==> src/rtl/eep_pkg.sv <==
package eep_pkg;
  localparam int unsigned DW    = 8;
  localparam int unsigned CNT_W = 4;

  typedef struct packed {
    logic             wait_rdy;
    logic             spare;
    logic             rel;
    logic             rd;
    logic [CNT_W-1:0] count;
  } ctl_t;

  typedef enum logic [2:0] {ST_IDLE, ST_LOW, ST_HIGH, ST_WAIT, ST_FIN} st_t;

  // Counts above the register width are treated as a full byte.
  function automatic logic [CNT_W-1:0] clamp_count(input logic [CNT_W-1:0] c);
    return (c > CNT_W'(DW)) ? CNT_W'(DW) : c;
  endfunction
endpackage

==> src/rtl/eep_tick_gen.sv <==
module eep_tick_gen #(
  parameter int unsigned DIV = 100
) (
  input  logic clk,
  input  logic rst_n,
  input  logic en,
  output logic tick
);
  localparam int unsigned CW = (DIV > 2) ? $clog2(DIV) : 1;

  logic [CW-1:0] cnt;

  assign tick = en && (cnt == CW'(DIV - 1));

  always_ff @(posedge clk) begin
    if (!rst_n)          cnt <= '0;
    else if (!en || tick) cnt <= '0;
    else                 cnt <= cnt + CW'(1);
  end
endmodule

==> src/rtl/eep_shifter.sv <==
module eep_shifter import eep_pkg::*; (
  input  logic          clk,
  input  logic          rst_n,
  input  logic          host_we,
  input  logic [DW-1:0] host_d,
  input  logic          clr,
  input  logic          shl,
  input  logic          cap,
  input  logic          cap_bit,
  output logic [DW-1:0] q
);
  always_ff @(posedge clk) begin
    if (!rst_n)       q <= '0;
    else if (clr)     q <= '0;
    else if (cap)     q <= {q[DW-2:0], cap_bit};
    else if (shl)     q <= {q[DW-2:0], 1'b0};
    else if (host_we) q <= host_d;
  end
endmodule

==> src/rtl/eep_seq.sv <==
module eep_seq import eep_pkg::*; (
  input  logic clk,
  input  logic rst_n,
  input  logic start,
  input  ctl_t ctl,
  input  logic tick,
  input  logic din,
  output logic busy,
  output logic en,
  output logic sclk,
  output logic oe,
  output logic irq,
  output logic clr,
  output logic shl,
  output logic cap,
  output logic tx_on
);
  st_t              state;
  logic [CNT_W-1:0] left;
  logic             c_wait, c_rel, c_rd, din_q;
  logic [CNT_W-1:0] n_start;

  assign n_start = clamp_count(ctl.count);
  assign busy    = (state != ST_IDLE);
  assign en      = (state == ST_LOW) || (state == ST_HIGH);
  assign clr     = start && ctl.rd;
  assign cap     = tick && (state == ST_LOW) && c_rd;
  assign shl     = tick && (state == ST_HIGH) && !c_rd;
  assign tx_on   = en && !c_rd;

  always_ff @(posedge clk) begin
    if (!rst_n) begin
      state  <= ST_IDLE;
      left   <= '0;
      c_wait <= 1'b0;
      c_rel  <= 1'b0;
      c_rd   <= 1'b0;
      sclk   <= 1'b0;
      oe     <= 1'b0;
      irq    <= 1'b0;
      din_q  <= 1'b0;
    end else begin
      irq   <= (state == ST_FIN);
      din_q <= din;
      unique case (state)
        ST_IDLE: if (start) begin
          c_wait <= ctl.wait_rdy;
          c_rel  <= ctl.rel;
          c_rd   <= ctl.rd;
          left   <= n_start;
          if (n_start == '0) begin
            oe    <= !ctl.rel;
            state <= (ctl.wait_rdy && ctl.rel) ? ST_WAIT : ST_FIN;
          end else begin
            oe    <= !ctl.rd;
            state <= ST_LOW;
          end
        end
        ST_LOW: if (tick) begin
          sclk  <= 1'b1;
          state <= ST_HIGH;
          if (left == CNT_W'(1)) oe <= !c_rel;
        end
        ST_HIGH: if (tick) begin
          sclk <= 1'b0;
          left <= left - CNT_W'(1);
          if (left == CNT_W'(1)) state <= (c_wait && c_rel) ? ST_WAIT : ST_FIN;
          else                   state <= ST_LOW;
        end
        ST_WAIT: if (din && !din_q) state <= ST_FIN;
        ST_FIN:  state <= ST_IDLE;
        default: state <= ST_IDLE;
      endcase
    end
  end
endmodule

==> src/rtl/eeprom_shift_engine.sv <==
module eeprom_shift_engine import eep_pkg::*; #(
  parameter int unsigned DIV = 100
) (
  input  logic          clk,
  input  logic          rst_n,
  input  logic          cmd_valid,
  output logic          cmd_ready,
  input  logic [7:0]    cmd_ctl,
  input  logic          dat_we,
  input  logic [DW-1:0] dat_wdata,
  output logic [DW-1:0] dat_rdata,
  output logic          busy,
  output logic          done_irq,
  input  logic          split_pins,
  output logic          sclk,
  output logic          dq_o,
  output logic          dq_oe,
  input  logic          dq_i,
  input  logic          di_i
);
  logic start, tick, en, clr, shl, cap, tx_on, din, host_we;
  logic spare_unused;
  ctl_t ctl;

  assign ctl          = ctl_t'(cmd_ctl);
  assign spare_unused = ctl.spare;
  assign cmd_ready    = !busy;
  assign start        = cmd_valid && !busy;
  assign host_we      = dat_we && !busy;
  assign din          = split_pins ? di_i : dq_i;
  assign dq_o         = tx_on & dat_rdata[DW-1];

  eep_tick_gen #(.DIV(DIV)) u_tick (
    .clk(clk), .rst_n(rst_n), .en(en), .tick(tick)
  );

  eep_seq u_seq (
    .clk(clk), .rst_n(rst_n), .start(start), .ctl(ctl), .tick(tick), .din(din),
    .busy(busy), .en(en), .sclk(sclk), .oe(dq_oe), .irq(done_irq),
    .clr(clr), .shl(shl), .cap(cap), .tx_on(tx_on)
  );

  eep_shifter u_shift (
    .clk(clk), .rst_n(rst_n), .host_we(host_we), .host_d(dat_wdata),
    .clr(clr), .shl(shl), .cap(cap), .cap_bit(din), .q(dat_rdata)
  );
endmodule

==> config.mk <==
export PLATFORM = sky130hd
export DESIGN_NAME = eeprom_shift_engine
export DESIGN_NICKNAME = d
export VERILOG_FILES = /design/src/rtl/eep_pkg.sv /design/src/rtl/eep_tick_gen.sv /design/src/rtl/eep_shifter.sv /design/src/rtl/eep_seq.sv /design/src/rtl/eeprom_shift_engine.sv
export SDC_FILE = /design/constraint.sdc
export NUM_CORES = 1
export LEC_CHECK = 0
export CAP_MARGIN = 20
export CORE_MARGIN = 2
export CORE_UTILIZATION = 38
export DETAILED_ROUTE_END_ITERATION = 16
export PLACE_DENSITY = 0.62
export SETUP_SLACK_MARGIN = 0.2
export SYNTH_ARGS = -nofsm -noshare
export SYNTH_HDL_FRONTEND = slang
export SYNTH_SLANG_ARGS = --single-unit
==> constraint.sdc <==
create_clock -name clk -period 1.5 [get_ports clk]
set_input_delay 0.3 -clock clk [delete_from_list [all_inputs] [get_ports clk]]
set_output_delay 0.3 -clock clk [all_outputs]
set_load 0.02 [all_outputs]
Yosys cells after proc, flatten, opt, wreduce, memory -nomap -nowiden:

Index checks and enable logic that the tools add are counted.

* register bits after elaboration: 29
* bits of input ports: 23
* output and inout port bits: 14
* logic and storage cells: 87

* $add $sub $neg: 2
* $lt $le $gt $ge: 1
* equal/unequal tests: 11
* multiplexer cells: 25
* bitwise logic cells: 2
* reductions and logical operators: 35

Operator list (count)
* 3-bit 2-to-1 mux: 8
* 8-bit 2-to-1 mux: 3
* 1-bit logical AND: 12
* 4-bit 2-to-1 mux: 3
* 3-bit case mux with 4 select lines: 1
* 2-bit by 1-bit inequality test with 1-bit output, second input constant: 4
* 4-bit case mux with 2 select lines: 1
* 4-bit AND reduction: 2
* 7-bit by 1-bit adder with 7-bit output, second input constant: 1
* 7-bit equality test, second input constant: 1
* 1-bit logical NOT: 7
* 1-bit 2-to-1 mux: 7
* 3-bit by 2-bit equality test with 1-bit output, second input constant: 2
* 3-bit AND reduction: 2
* 2-bit nonzero test: 3
* 3-bit nonzero test: 2
* 4-bit by 1-bit equality test with 1-bit output, second input constant: 1
* 4-bit > comparator, second input constant: 1
* 4-bit logical NOT: 1
* 1-bit case mux with 2 select lines: 2
* 2-bit OR reduction: 2
* 4-bit by 1-bit subtractor with 4-bit output, second input constant: 1
* 3-bit by 1-bit equality test with 1-bit output, second input constant: 1
* 3-bit equality test, second input constant: 1
* 6 further kinds: 7

Longest topological paths before layout:

Gate-level depths: netlist of the first run.

* depth in word-level cells: 7
* depth in mapped cells: 7
* gate-level depth less buffers: 6

By module:

Synthesis of the first run repeated with hierarchy kept, for this count alone.

* cells, all modules: 179
* area, all modules: 1715.4 um^2

Modules (own cells, without submodules)
* eep_seq: instances 1, cells an instance 102, area an instance 905.9 um^2, seq. area each 280.3 um^2
* eep_shifter: instances 1, cells an instance 38, area an instance 446.7 um^2, seq. area each 160.2 um^2
* eep_tick_gen: instances 1, cells an instance 34, area an instance 325.3 um^2, seq. area each 140.1 um^2
* eeprom_shift_engine: instances 1, cells an instance 5, area an instance 37.5 um^2, seq. area each 0.0 um^2

Worst setup path after synthesis of the first run:

OpenSTA, ideal clock, no wires.

* path type: register to register
* start: reg u_seq.state[0]
* end: reg u_seq.c_rd
* library setup time: 0.121 ns
* data arrival time: 1.499 ns
* data required time: 1.379 ns
* setup slack: -0.120 ns
* cell stages (with the launch flop): 8
* buffers on the path: 2
* clock period less this slack: 1.620 ns
* path through: dfxtp_1 > buf_4 > buf_2 > or3_1 > inv_1 > nand2_1 > nand2_1 > a21oi_1

* word-level cells in the longest chain between the ends: 4
* elaborated cells between the ends (all ways): 5
* classes of those cells: 5 x reduce/logical

RTL lines
* start: declaration: RTL line eep_seq.sv:18 `st_t state;`
* start signal: assignment: RTL line eep_seq.sv:53 `state <= (ctl.wait_rdy && ctl.rel) ? ST_WAIT : ST_FIN;`
* start signal: assignment: RTL line eep_seq.sv:67 `if (left == CNT_W'(1)) state <= (c_wait && c_rel) ? ST_WAIT : ST_FIN;`
* 3-bit nonzero test: RTL line eep_seq.sv:24 `assign busy = (state != ST_IDLE);`
* net busy: RTL line eeprom_shift_engine.sv:12 `output logic busy,`
* 1-bit logical NOT
* net cmd_ready: RTL line eeprom_shift_engine.sv:7 `output logic cmd_ready,`
* 1-bit logical AND: RTL line eeprom_shift_engine.sv:28 `assign start = cmd_valid && !busy;`
* 2-bit AND reduction (no line)
* end signal: assignment: RTL line eep_seq.sv:49 `c_rd <= ctl.rd;`
* end: declaration: RTL line eep_seq.sv:20 `logic c_wait, c_rel, c_rd, din_q;`

The timed path passes the listed nets, and every way through them passes these cells.
A chain may end at the register's enable or synchronous reset.

Worst setup path in the final report of the first run:

* start: reg u_seq.left[1]
* end: reg u_seq.state[1]

* word-level cells in the longest chain between the ends: 4

RTL lines
* start: declaration: RTL line eep_seq.sv:19 `logic [CNT_W-1:0] left;`
* start signal: assignment: RTL line eep_seq.sv:50 `left <= n_start;`
* start signal: assignment: RTL line eep_seq.sv:66 `left <= left - CNT_W'(1);`
* 4-bit by 1-bit equality test with 1-bit output: RTL line eep_seq.sv:67
* 3-bit 2-to-1 mux: RTL line eep_seq.sv:67
* 3-bit 2-to-1 mux: RTL line eep_seq.sv:64 `ST_HIGH: if (tick) begin`
* 3-bit case mux with 4 select lines: RTL line eep_seq.sv:45 `unique case (state)`

No other way between the ends. The select of a mux whose other input is x is not followed.

==> impl_metrics.env, run 1 <==
export IMPL_synth_simple_gate_area_share_pct=28.48
export IMPL_synth_area_sq_um=1599
export IMPL_cts_hold_fix_buffers=0
export IMPL_tightest_slew_ns=0.3271
export IMPL_cp_arrival_ns=1.82
export IMPL_via_count=1760
export IMPL_synthCells=184
export IMPL_fp_row_count=23
export IMPL_antenna_cells=0
export IMPL_cts_sinks=29
export IMPL_rsz0062_at_grt="yes"
export IMPL_fp_dieW_um=68.87
export IMPL_min_path_type="reg2reg"
export IMPL_p_seq_share_pct=38.9
export IMPL_max_stage_delay_ns=0.42
export IMPL_hpwl_um=3575
export IMPL_synth_xor_xnor_area_share_pct=3.286
export IMPL_slew_headroom_pct=78.03
export IMPL_crit_chain="inv_2 > ha_4 > or3b_4 > o31ai_2 > o21ai_1 > a211oi_2"
export IMPL_io_pins=37
export IMPL_grt_ovfl_total=0
export IMPL_synth_area_leader_cell="dfxtp_1"
export IMPL_wirelength_um=5494
export IMPL_yosysTopAreaCellShare_pct=36.31
export IMPL_syn_area_per_cell_sq_um=8.690
export IMPL_port_buffers=35
export IMPL_cts_inserted_buffers=5
export IMPL_start_kind="register"
export IMPL_area_growth_pct=82.47
export IMPL_grt_pass1_vias=1767
export IMPL_muxShareOfSynthArea_pct=6.338
export IMPL_grt_max_degree=11
export IMPL_p_switching_w=0.0006635
export IMPL_core_sq_um=4029
export IMPL_antenna_found_initial=0
export IMPL_cts_path_max_buffers=2
export IMPL_fin_cells=326
export IMPL_ctsHtreeMaxLevel=2
export IMPL_endpoint_kind="register"
export IMPL_leakage_nw=1.146
export IMPL_yosysWarnings=0
export IMPL_viasPerCell=5.399
export IMPL_layout_nets=302
export IMPL_synth_compound_area_share_pct=18.00
export IMPL_pwr_density_cell_nw_per_um2=762.0
export IMPL_grt_pass1_wl_um=7948
export IMPL_worstSetupPathType="reg2reg"
export IMPL_finalHoldViolations=0
export IMPL_synth_top_family_by_area="simple AND/OR/NAND/NOR gates"
export IMPL_cap_viol_max_count=0
export IMPL_drt_wirelength_per_cell_um=16.85
export IMPL_root_buffer="clkbuf_8"
export IMPL_synth_edff_count=0
export IMPL_cts_tree="done"
export IMPL_ir_drop_uv=621.3
export IMPL_drive_above_1_share_pct=53.26
export IMPL_firstDrtPassIters=4
export IMPL_post_synth_top_count_cell="dfxtp_1"
export IMPL_track_usage_pct=23.08
export IMPL_syn_nets=210
export IMPL_netlist_top_cells_count="dfxtp_1 (29), nor2_1 (26), nand2_1 (20)"
export IMPL_place_ws_ns=-0.2953
export IMPL_dieHeight_um=68.87
export IMPL_die_area_sq_um=4743
export IMPL_setup_viol=19
export IMPL_required_ns=1.69
export IMPL_fin_ws_ns=-0.1238
export IMPL_internal_power_w=0.001560
export IMPL_power_frac_comb_pct=31.9
export IMPL_synth_main_ff_cell="dfxtp_1"
export IMPL_drcViolationCount=0
export IMPL_synth_area_leaders="dfxtp_1 (36%), nor2_1 (6.1%), mux2i_1 (5.6%)"
export IMPL_async_reset_ff_share_pct=0
export IMPL_timing_fmax_ghz=0.6158
export IMPL_synth_cell_type_count=52
export IMPL_postRouteAntennaNets=0
export IMPL_pwr_share_clk_pct=29.3
export IMPL_ys_ff_latch=29
export IMPL_crit_fanout=3
export IMPL_clock_skew_ns=0.01166
export IMPL_drv_slew=0
export IMPL_fin_crit_ns=1.624
export IMPL_cp_slowest_cell="or3b_4"
export IMPL_p_sw_share_pct=29.84
export IMPL_fin_util_pct=72.42
export IMPL_gp_congestion=0.9022
export IMPL_clkSlewWorstSetupHoldPaths_ns=0.07
export IMPL_initial_core_util_pct=39.69
export IMPL_violations="negative setup slack"
export IMPL_drt_iter0_drc=119
export IMPL_status="finished, violations left"
export IMPL_clkLatencyLatePin_ns=0.28
export IMPL_fin_crit_sh_pct=108.3
export IMPL_ys_seq_area_share_pct=36.31
export IMPL_dp_cells=307
export IMPL_synthAdderAreaFrac_pct=2.347
## placed cells by master (no fill, tap or decap), types with 4 or more instances in the layout
cell type and instances:
xnor2_1 4, nor2_1 11, nor2_2 7, buf_6 18
clkdlybuf4s50_1 21, dfxtp_1 22, buf_4 42, mux2i_1 9
dfxtp_2 4, nand2_1 14, clkbuf_8 6, nor2_4 8
a21oi_2 6, dlygate4sd2_1 4, inv_1 5, or3_4 4
clkbuf_2 4, a211oi_2 8
## cells by family after synthesis
logic type,Yosys count
buffers and inverters,17
AND/OR/NAND/NOR,81
AO/OA/AOI/OAI,38
XOR/XNOR,6
multiplexers,10
adder cells (fa/ha/maj),3
flip-flops,29
## routing by layer
| metal | global-route usage, % | share of wire [%] | routed length, um |
|---|---|---|---|
| met2 | 41.11 | 53 | 2932 |
| met5 | 0 | 0 | 0 |
| met3 | 5.195 | 3.1 | 168 |
| met1 | 27.17 | 42 | 2304 |
| met4 | 7.843 | 1.6 | 88 |
## registers in the layout, indices dropped and copies added, names as in the netlist
name / count
u_seq.c_wait: 1
u_seq.c_rd: 1
u_seq.sclk: 1
u_seq.din_q: 1
u_seq.state: 3
u_shift.q: 8
u_seq.c_rel: 1
u_tick.cnt: 7
u_seq.oe: 1
u_seq.irq: 1
u_seq.left: 4
## power groups by stage
stage	sequential, W	combinational (W)	clock [W]
floorplan	0.000887	0.000262	0
detailed placement	0.000870	0.000551	0
finish	0.000864	0.000709	0.000650
CTS	0.000856	0.000632	0.000648
global placement	0.000868	0.000538	0
global route	0.000869	0.000757	0.000691
## through the flow
step / cell area [sq um] / total power (W) / TNS [ns] / hold slack, ns
detailed placement: 2396 / 0.001421 / -5.672 / 0.4811
finish: 2918 / 0.002223 / -1.082 / 0.5143
CTS: 2691 / 0.002136 / -0.6693 / 0.4926
floorplan: 1713 / 0.001149 / -0.03889 / 0.4171
global placement: 2396 / 0.001406 / -4.619 / 0.4678
global route: 2918 / 0.002317 / -1.946 / 0.5226
## final cells by class
cell class | instances | area, sq um
Sequential cell | 29 | 596.8
Timing Repair Buffer | 95 | 853.3
Fill cell | 281 | 1111
Multi-Input combinational cell | 138 | 1290
Inverter | 7 | 28.78
Clock buffer | 7 | 86.33
Tap cell | 50 | 62.56
## final timing paths
check	to	slack (ns)	cells past startpoint	startpoint
worst min-delay path	u_seq.left[3]	0.51	2	u_seq.left[3]
worst min register to register	u_seq.left[3]	0.51	2	u_seq.left[3]
worst max-delay path	u_seq.state[1]	-0.12	6	u_seq.left[1]
worst max register to register	u_seq.state[1]	-0.12	6	u_seq.left[1]
## worst max-delay path, delay by kind of cell, from the launching register on
kind / cells / cell delay (ns)
adder cells (fa/ha/maj): 1 / 0.13
AO/OA/AOI/OAI: 3 / 0.60
AND/OR/NAND/NOR: 1 / 0.42
flip-flops: 1 / 0.32
buffers and inverters: 1 / 0.07
## what timing repair did
item | 4_1_cts | 5_1_grt
endpoints found under the setup margin | 41 | 37
resized for setup | 64 | 61
hold endpoints to repair | 0 | 0
setup buffers | 8 | 3
cloned | 1 | 0
pin swaps | 9 | 14
Power figures use the tool's default switching activity.
==> run 2: changes to the inputs <==
--- a/config.mk
+++ b/config.mk
@@ -5,8 +5,8 @@
 export SDC_FILE = /design/constraint.sdc
 export NUM_CORES = 1
 export LEC_CHECK = 0
-export CAP_MARGIN = 20
-export CORE_MARGIN = 2
+export CAP_MARGIN = 10
+export CORE_MARGIN = 10
 export CORE_UTILIZATION = 38
 export DETAILED_ROUTE_END_ITERATION = 16
 export PLACE_DENSITY = 0.62
==> impl_metrics.env, run 2 (synthesis results as in run 1) <==
export IMPL_root_buffer="clkbuf_8"
export IMPL_firstDrtPassIters=4
export IMPL_drt_wirelength_per_cell_um=16.25
export IMPL_fin_ws_ns=-0.1618
export IMPL_pwr_density_cell_nw_per_um2=753.7
export IMPL_finalHoldViolations=0
export IMPL_endpoint_kind="register"
export IMPL_leakage_nw=1.178
export IMPL_cts_path_max_buffers=2
export IMPL_cts_sinks=29
export IMPL_dp_cells=305
export IMPL_track_usage_pct=15.25
export IMPL_largest_reg_flops=8
export IMPL_top_regs="u_shift.q x8, u_tick.cnt x7, u_seq.left x4"
export IMPL_grt_ovfl_total=0
export IMPL_status="finished, violations left"
export IMPL_setup_viol=17
export IMPL_grt_pass1_wl_um=9101
export IMPL_drcViolationCount=0
export IMPL_viasPerCell=5.378
export IMPL_antenna_found_initial=0
export IMPL_ctsHtreeMaxLevel=2
export IMPL_cts_inserted_buffers=5
export IMPL_via_count=1791
export IMPL_final_common_cell="buf_4"
export IMPL_gp_congestion=0.8479
export IMPL_dieHeight_um=84.87
export IMPL_wirelength_um=5412
export IMPL_finalInstanceArea_sq_um=2958
export IMPL_tightest_slew_ns=0.3344
export IMPL_tns_ns=-1.080
export IMPL_ir_drop_uv=734.8
export IMPL_layout_common_cells="buf_4 (50), dfxtp_1 (22), clkdlybuf4s50_1 (21)"
export IMPL_crit_fanout=6
export IMPL_cap_viol_max_count=0
export IMPL_clkLatencyLatePin_ns=0.29
export IMPL_worstSetupPathType="reg2reg"
export IMPL_placed_cell_area_sq_um=2394
export IMPL_clock_skew_ns=0.005189
export IMPL_fp_dieW_um=84.87
export IMPL_p_total_w=0.002229
export IMPL_required_ns=1.70
export IMPL_io_pins=37
export IMPL_timing_fmax_ghz=0.6018
export IMPL_postRouteAntennaNets=0
export IMPL_drv_slew=0
export IMPL_fin_crit_sh_pct=110.8
export IMPL_fp_row_count=23
export IMPL_min_path_type="reg2reg"
export IMPL_hpwl_um=3816
export IMPL_drive_above_1_share_pct=54.06
export IMPL_place_ws_ns=-0.3611
export IMPL_port_buffers=35
export IMPL_clkSlewWorstSetupHoldPaths_ns=0.06
export IMPL_layout_nets=309
export IMPL_core_sq_um=4029
export IMPL_fin_cells=333
export IMPL_cts_tree="done"
export IMPL_start_kind="register"
export IMPL_grt_pass1_vias=1886
export IMPL_antenna_cells=0
export IMPL_initial_core_util_pct=39.69
export IMPL_r2r_cells=5
export IMPL_violations="negative setup slack"
export IMPL_worstHoldPathCells=2
export IMPL_drt_iter0_drc=101
export IMPL_grt_max_degree=12
export IMPL_cp_arrival_ns=1.86
export IMPL_fin_crit_ns=1.662
export IMPL_slew_headroom_pct=77.61
export IMPL_fillerInstances=290
export IMPL_die_area_sq_um=7203
export IMPL_largest_register="u_shift.q"
export IMPL_area_growth_pct=84.98
export IMPL_rsz0062_at_grt="yes"
[run 2: worst max-delay path, cell delays in order, from the launching register on]
cell and delay (ns):
dfxtp_4 0.35, buf_6 0.13, or3b_4 0.44, buf_6 0.14, or3_1 0.36, a31oi_2 0.15
[run 2: path summary, 6_finish.rpt]
check	startpoint	endpoint	slack, ns
hold reg to reg	u_seq.c_wait	u_seq.c_wait	0.52
hold / removal	u_seq.c_wait	u_seq.c_wait	0.52
setup reg to reg	u_seq.state[2]	u_seq.left[0]	-0.16
setup / recovery	u_seq.state[2]	u_seq.left[0]	-0.16
[run 2: metrics by stage]
stage	util, %	hold slack, ns
floorplan	-	0.4171
global placement	59.41	0.4603
detailed placement	59.41	0.4862
CTS	71.18	0.5101
global route	73.42	0.5383
finish	73.42	0.5164
[run 2: routing by layer]
layer / part of all wire (%) / vias up / routed length, um / global-route usage [%]
met4: 1.6 / 0 / 88 / 6.587
met5: 0 / - / 0 / 0
met2: 50 / 54 / 2714 / 25.26
met1: 42 / 866 / 2297 / 17.81
li1: - / 862 / - / -
met3: 5.8 / 9 / 312 / 4.493
[run 2: report_power, final]
group	total (W)	internal, W	switching [W]
Sequential	0.000854	0.000816	0.0000383
Clock	0.000655	0.000363	0.000292
Combinational	0.000721	0.000387	0.000334
Total	0.00223	0.00157	0.000664
[run 2: timing repair]
item | CTS | global route
buffers inserted | 17 | 4
hold buffers | 0 | 0
pin swaps | 24 | 16
setup endpoints to repair | 41 | 39
resized for setup | 91 | 34
[run 2: area by class of cell]
class                           count  area (sq um)  share of cell area, %
Clock buffer                        7         86.33                  2.919
Inverter                            7         28.78                 0.9729
Multi-Input combinational cell    138          1282                  43.36
Sequential cell                    29         596.8                  20.18
Tap cell                           50         62.56                  2.115
Timing Repair Buffer              102         900.9                  30.46
==> run 3: changes to the inputs <==
--- a/config.mk
+++ b/config.mk
@@ -7,9 +7,9 @@
 export LEC_CHECK = 0
 export CAP_MARGIN = 10
 export CORE_MARGIN = 10
-export CORE_UTILIZATION = 38
+export CORE_UTILIZATION = 45
 export DETAILED_ROUTE_END_ITERATION = 16
-export PLACE_DENSITY = 0.62
+export PLACE_DENSITY = 0.72
 export SETUP_SLACK_MARGIN = 0.2
 export SYNTH_ARGS = -nofsm -noshare
 export SYNTH_HDL_FRONTEND = slang
==> impl_metrics.env, run 3 (synthesis results as in run 1) <==
export IMPL_pwr_density_cell_nw_per_um2=726.9
export IMPL_p_switching_w=0.0006222
export IMPL_gp_congestion=0.8585
export IMPL_clock_skew_ns=0.005354
export IMPL_firstDrtPassIters=4
export IMPL_p_total_w=0.001936
export IMPL_p_seq_share_pct=44.5
export IMPL_postRouteAntennaNets=0
export IMPL_wirelength_um=5581
export IMPL_antenna_cells=0
export IMPL_cts_path_max_buffers=2
export IMPL_drv_slew=0
export IMPL_cts_sinks=29
export IMPL_cap_viol_max_count=0
export IMPL_grt_pass1_vias=1710
export IMPL_cts_hold_fix_buffers=0
export IMPL_p_sw_share_pct=32.13
export IMPL_die_area_sq_um=6338
export IMPL_grt_pass1_wl_um=8073
export IMPL_largest_reg_flops=8
export IMPL_cts_tree="done"
export IMPL_port_buffers=35
export IMPL_start_kind="register"
export IMPL_rsz0062_at_grt="yes"
export IMPL_root_buffer="clkbuf_4"
export IMPL_internal_power_w=0.001314
export IMPL_setup_viol=19
export IMPL_drcViolationCount=0
export IMPL_largest_register="u_shift.q"
export IMPL_grt_ovfl_total=0
export IMPL_grt_max_degree=11
export IMPL_place_ws_ns=-0.2636
export IMPL_worstSetupPathType="reg2reg"
export IMPL_via_count=1749
export IMPL_violations="negative setup slack"
export IMPL_drt_iter0_drc=205
export IMPL_clkLatencyLatePin_ns=0.34
export IMPL_ctsHtreeMaxLevel=2
export IMPL_initial_core_util_pct=47.18
export IMPL_power_frac_comb_pct=31.5
export IMPL_cts_inserted_buffers=5
export IMPL_pwr_share_clk_pct=24.0
export IMPL_top_regs="u_shift.q x8, u_tick.cnt x7, u_seq.left x4"
export IMPL_cp_arrival_ns=1.89
export IMPL_slew_headroom_pct=72.38
export IMPL_required_ns=1.74
export IMPL_highest_layer="met4"
export IMPL_min_path_type="reg2reg"
export IMPL_wl_met2_um=2915
export IMPL_drt_wirelength_per_cell_um=17.55
export IMPL_core_sq_um=3390
export IMPL_dieHeight_um=79.61
export IMPL_ir_drop_uv=660.4
export IMPL_area_growth_pct=66.59
export IMPL_clkSlewWorstSetupHoldPaths_ns=0.10
export IMPL_leakage_nw=1.064
export IMPL_timing_fmax_ghz=0.6093
export IMPL_layout_nets=297
export IMPL_fp_row_count=21
export IMPL_fin_ws_ns=-0.1412
export IMPL_layout_common_cells="buf_4 (45), clkdlybuf4s50_1 (21), nor2_1 (20), dfxtp_1 (20), nand2_1 (16)"
export IMPL_status="finished, violations left"
export IMPL_fin_hold_ws_ns=0.5171
export IMPL_final_common_cell="buf_4"
export IMPL_fp_dieW_um=79.61
export IMPL_fin_crit_sh_pct=109.4
export IMPL_wl_met3_um=306
export IMPL_met1_length_um=2178
export IMPL_tightest_slew_ns=0.4132
export IMPL_track_usage_pct=15.77
export IMPL_viasPerCell=5.500
export IMPL_hpwl_um=3850
export IMPL_drive_above_1_share_pct=50.00
export IMPL_finalHoldViolations=0
export IMPL_io_pins=37
export IMPL_fin_crit_ns=1.641
export IMPL_endpoint_kind="register"
export IMPL_crit_fanout=8
export IMPL_antenna_found_initial=0
[run 3: changes by cell type in the layout (fill, tap and decap cells not counted), moves of 3 or more]
| cell | delta |
|---|---|
| clkbuf_8 | -6 |
| buf_6 | -7 |
| nand2_1 | +3 |
| clkbuf_2 | -4 |
| nor2_2 | -3 |
| nor2_1 | +3 |
| buf_2 | +5 |
| clkbuf_4 | +5 |
| buf_4 | -5 |
[run 3: final timing paths]
check | start | end | slack (ns) | cells after the start
min | u_shift.q[5] | u_shift.q[6] | 0.52 | 2
max reg2reg | u_seq.state[1] | u_shift.q[4] | -0.14 | 6
max | u_seq.state[1] | u_shift.q[4] | -0.14 | 6
min reg2reg | u_shift.q[5] | u_shift.q[6] | 0.52 | 2
[run 3: timing repair]
action | in CTS | in global routing
endpoints found under the setup margin | 41 | 37
buffers inserted | 3 | 3
pin swaps | 5 | 2
gates resized for setup | 69 | 36
[run 3: through the flow]
| stage | setup TNS [ns] | util (%) | area [sq um] | instances |
|---|---|---|---|---|
| 2_1_floorplan | -0.03889 | - | 1713 | 184 |
| 3_3_place_gp | -4.030 | 71.13 | 2411 | 304 |
| 3_5_place_dp | -4.885 | 71.13 | 2411 | 304 |
| 4_1_cts | -0.9052 | 75.16 | 2547 | 315 |
| 5_1_grt | -2.633 | 78.59 | 2664 | 318 |
| 6_report | -1.297 | 78.59 | 2664 | 318 |
[run 3: routing by layer]
layer	vias up	GRT usage, %
li1	839	-
met1	840	18.30
met2	51	26.94
met3	19	4.730
met4	0	5.018
met5	-	0
[run 3: critical path, stage by stage (launching register included)]
cell and delay [ns]:
dfxtp_4 0.41, buf_6 0.13, and4bb_2 0.27, o211ai_4 0.24, buf_6 0.18, nor2_1 0.06
a211oi_1 0.25
[run 3: power by group through the flow]
stage / registers (W) / clock network (W) / logic, W
after floorplan: 0.000887 / 0 / 0.000262
after global placement: 0.000869 / 0 / 0.000541
after detailed placement: 0.000873 / 0 / 0.000554
after CTS: 0.000856 / 0.000467 / 0.000572
after global routing: 0.000867 / 0.000507 / 0.000653
final: 0.000861 / 0.000465 / 0.000610
[run 3: cell type report]
class	instances	area, sq um
clock buffer	6	41.29
clock inverter	2	10.01
fill	225	725.7
inverter	7	28.78
multi-input combinational	138	1149
sequential	29	599.3
tap	46	57.56
timing repair buffer	90	778.2
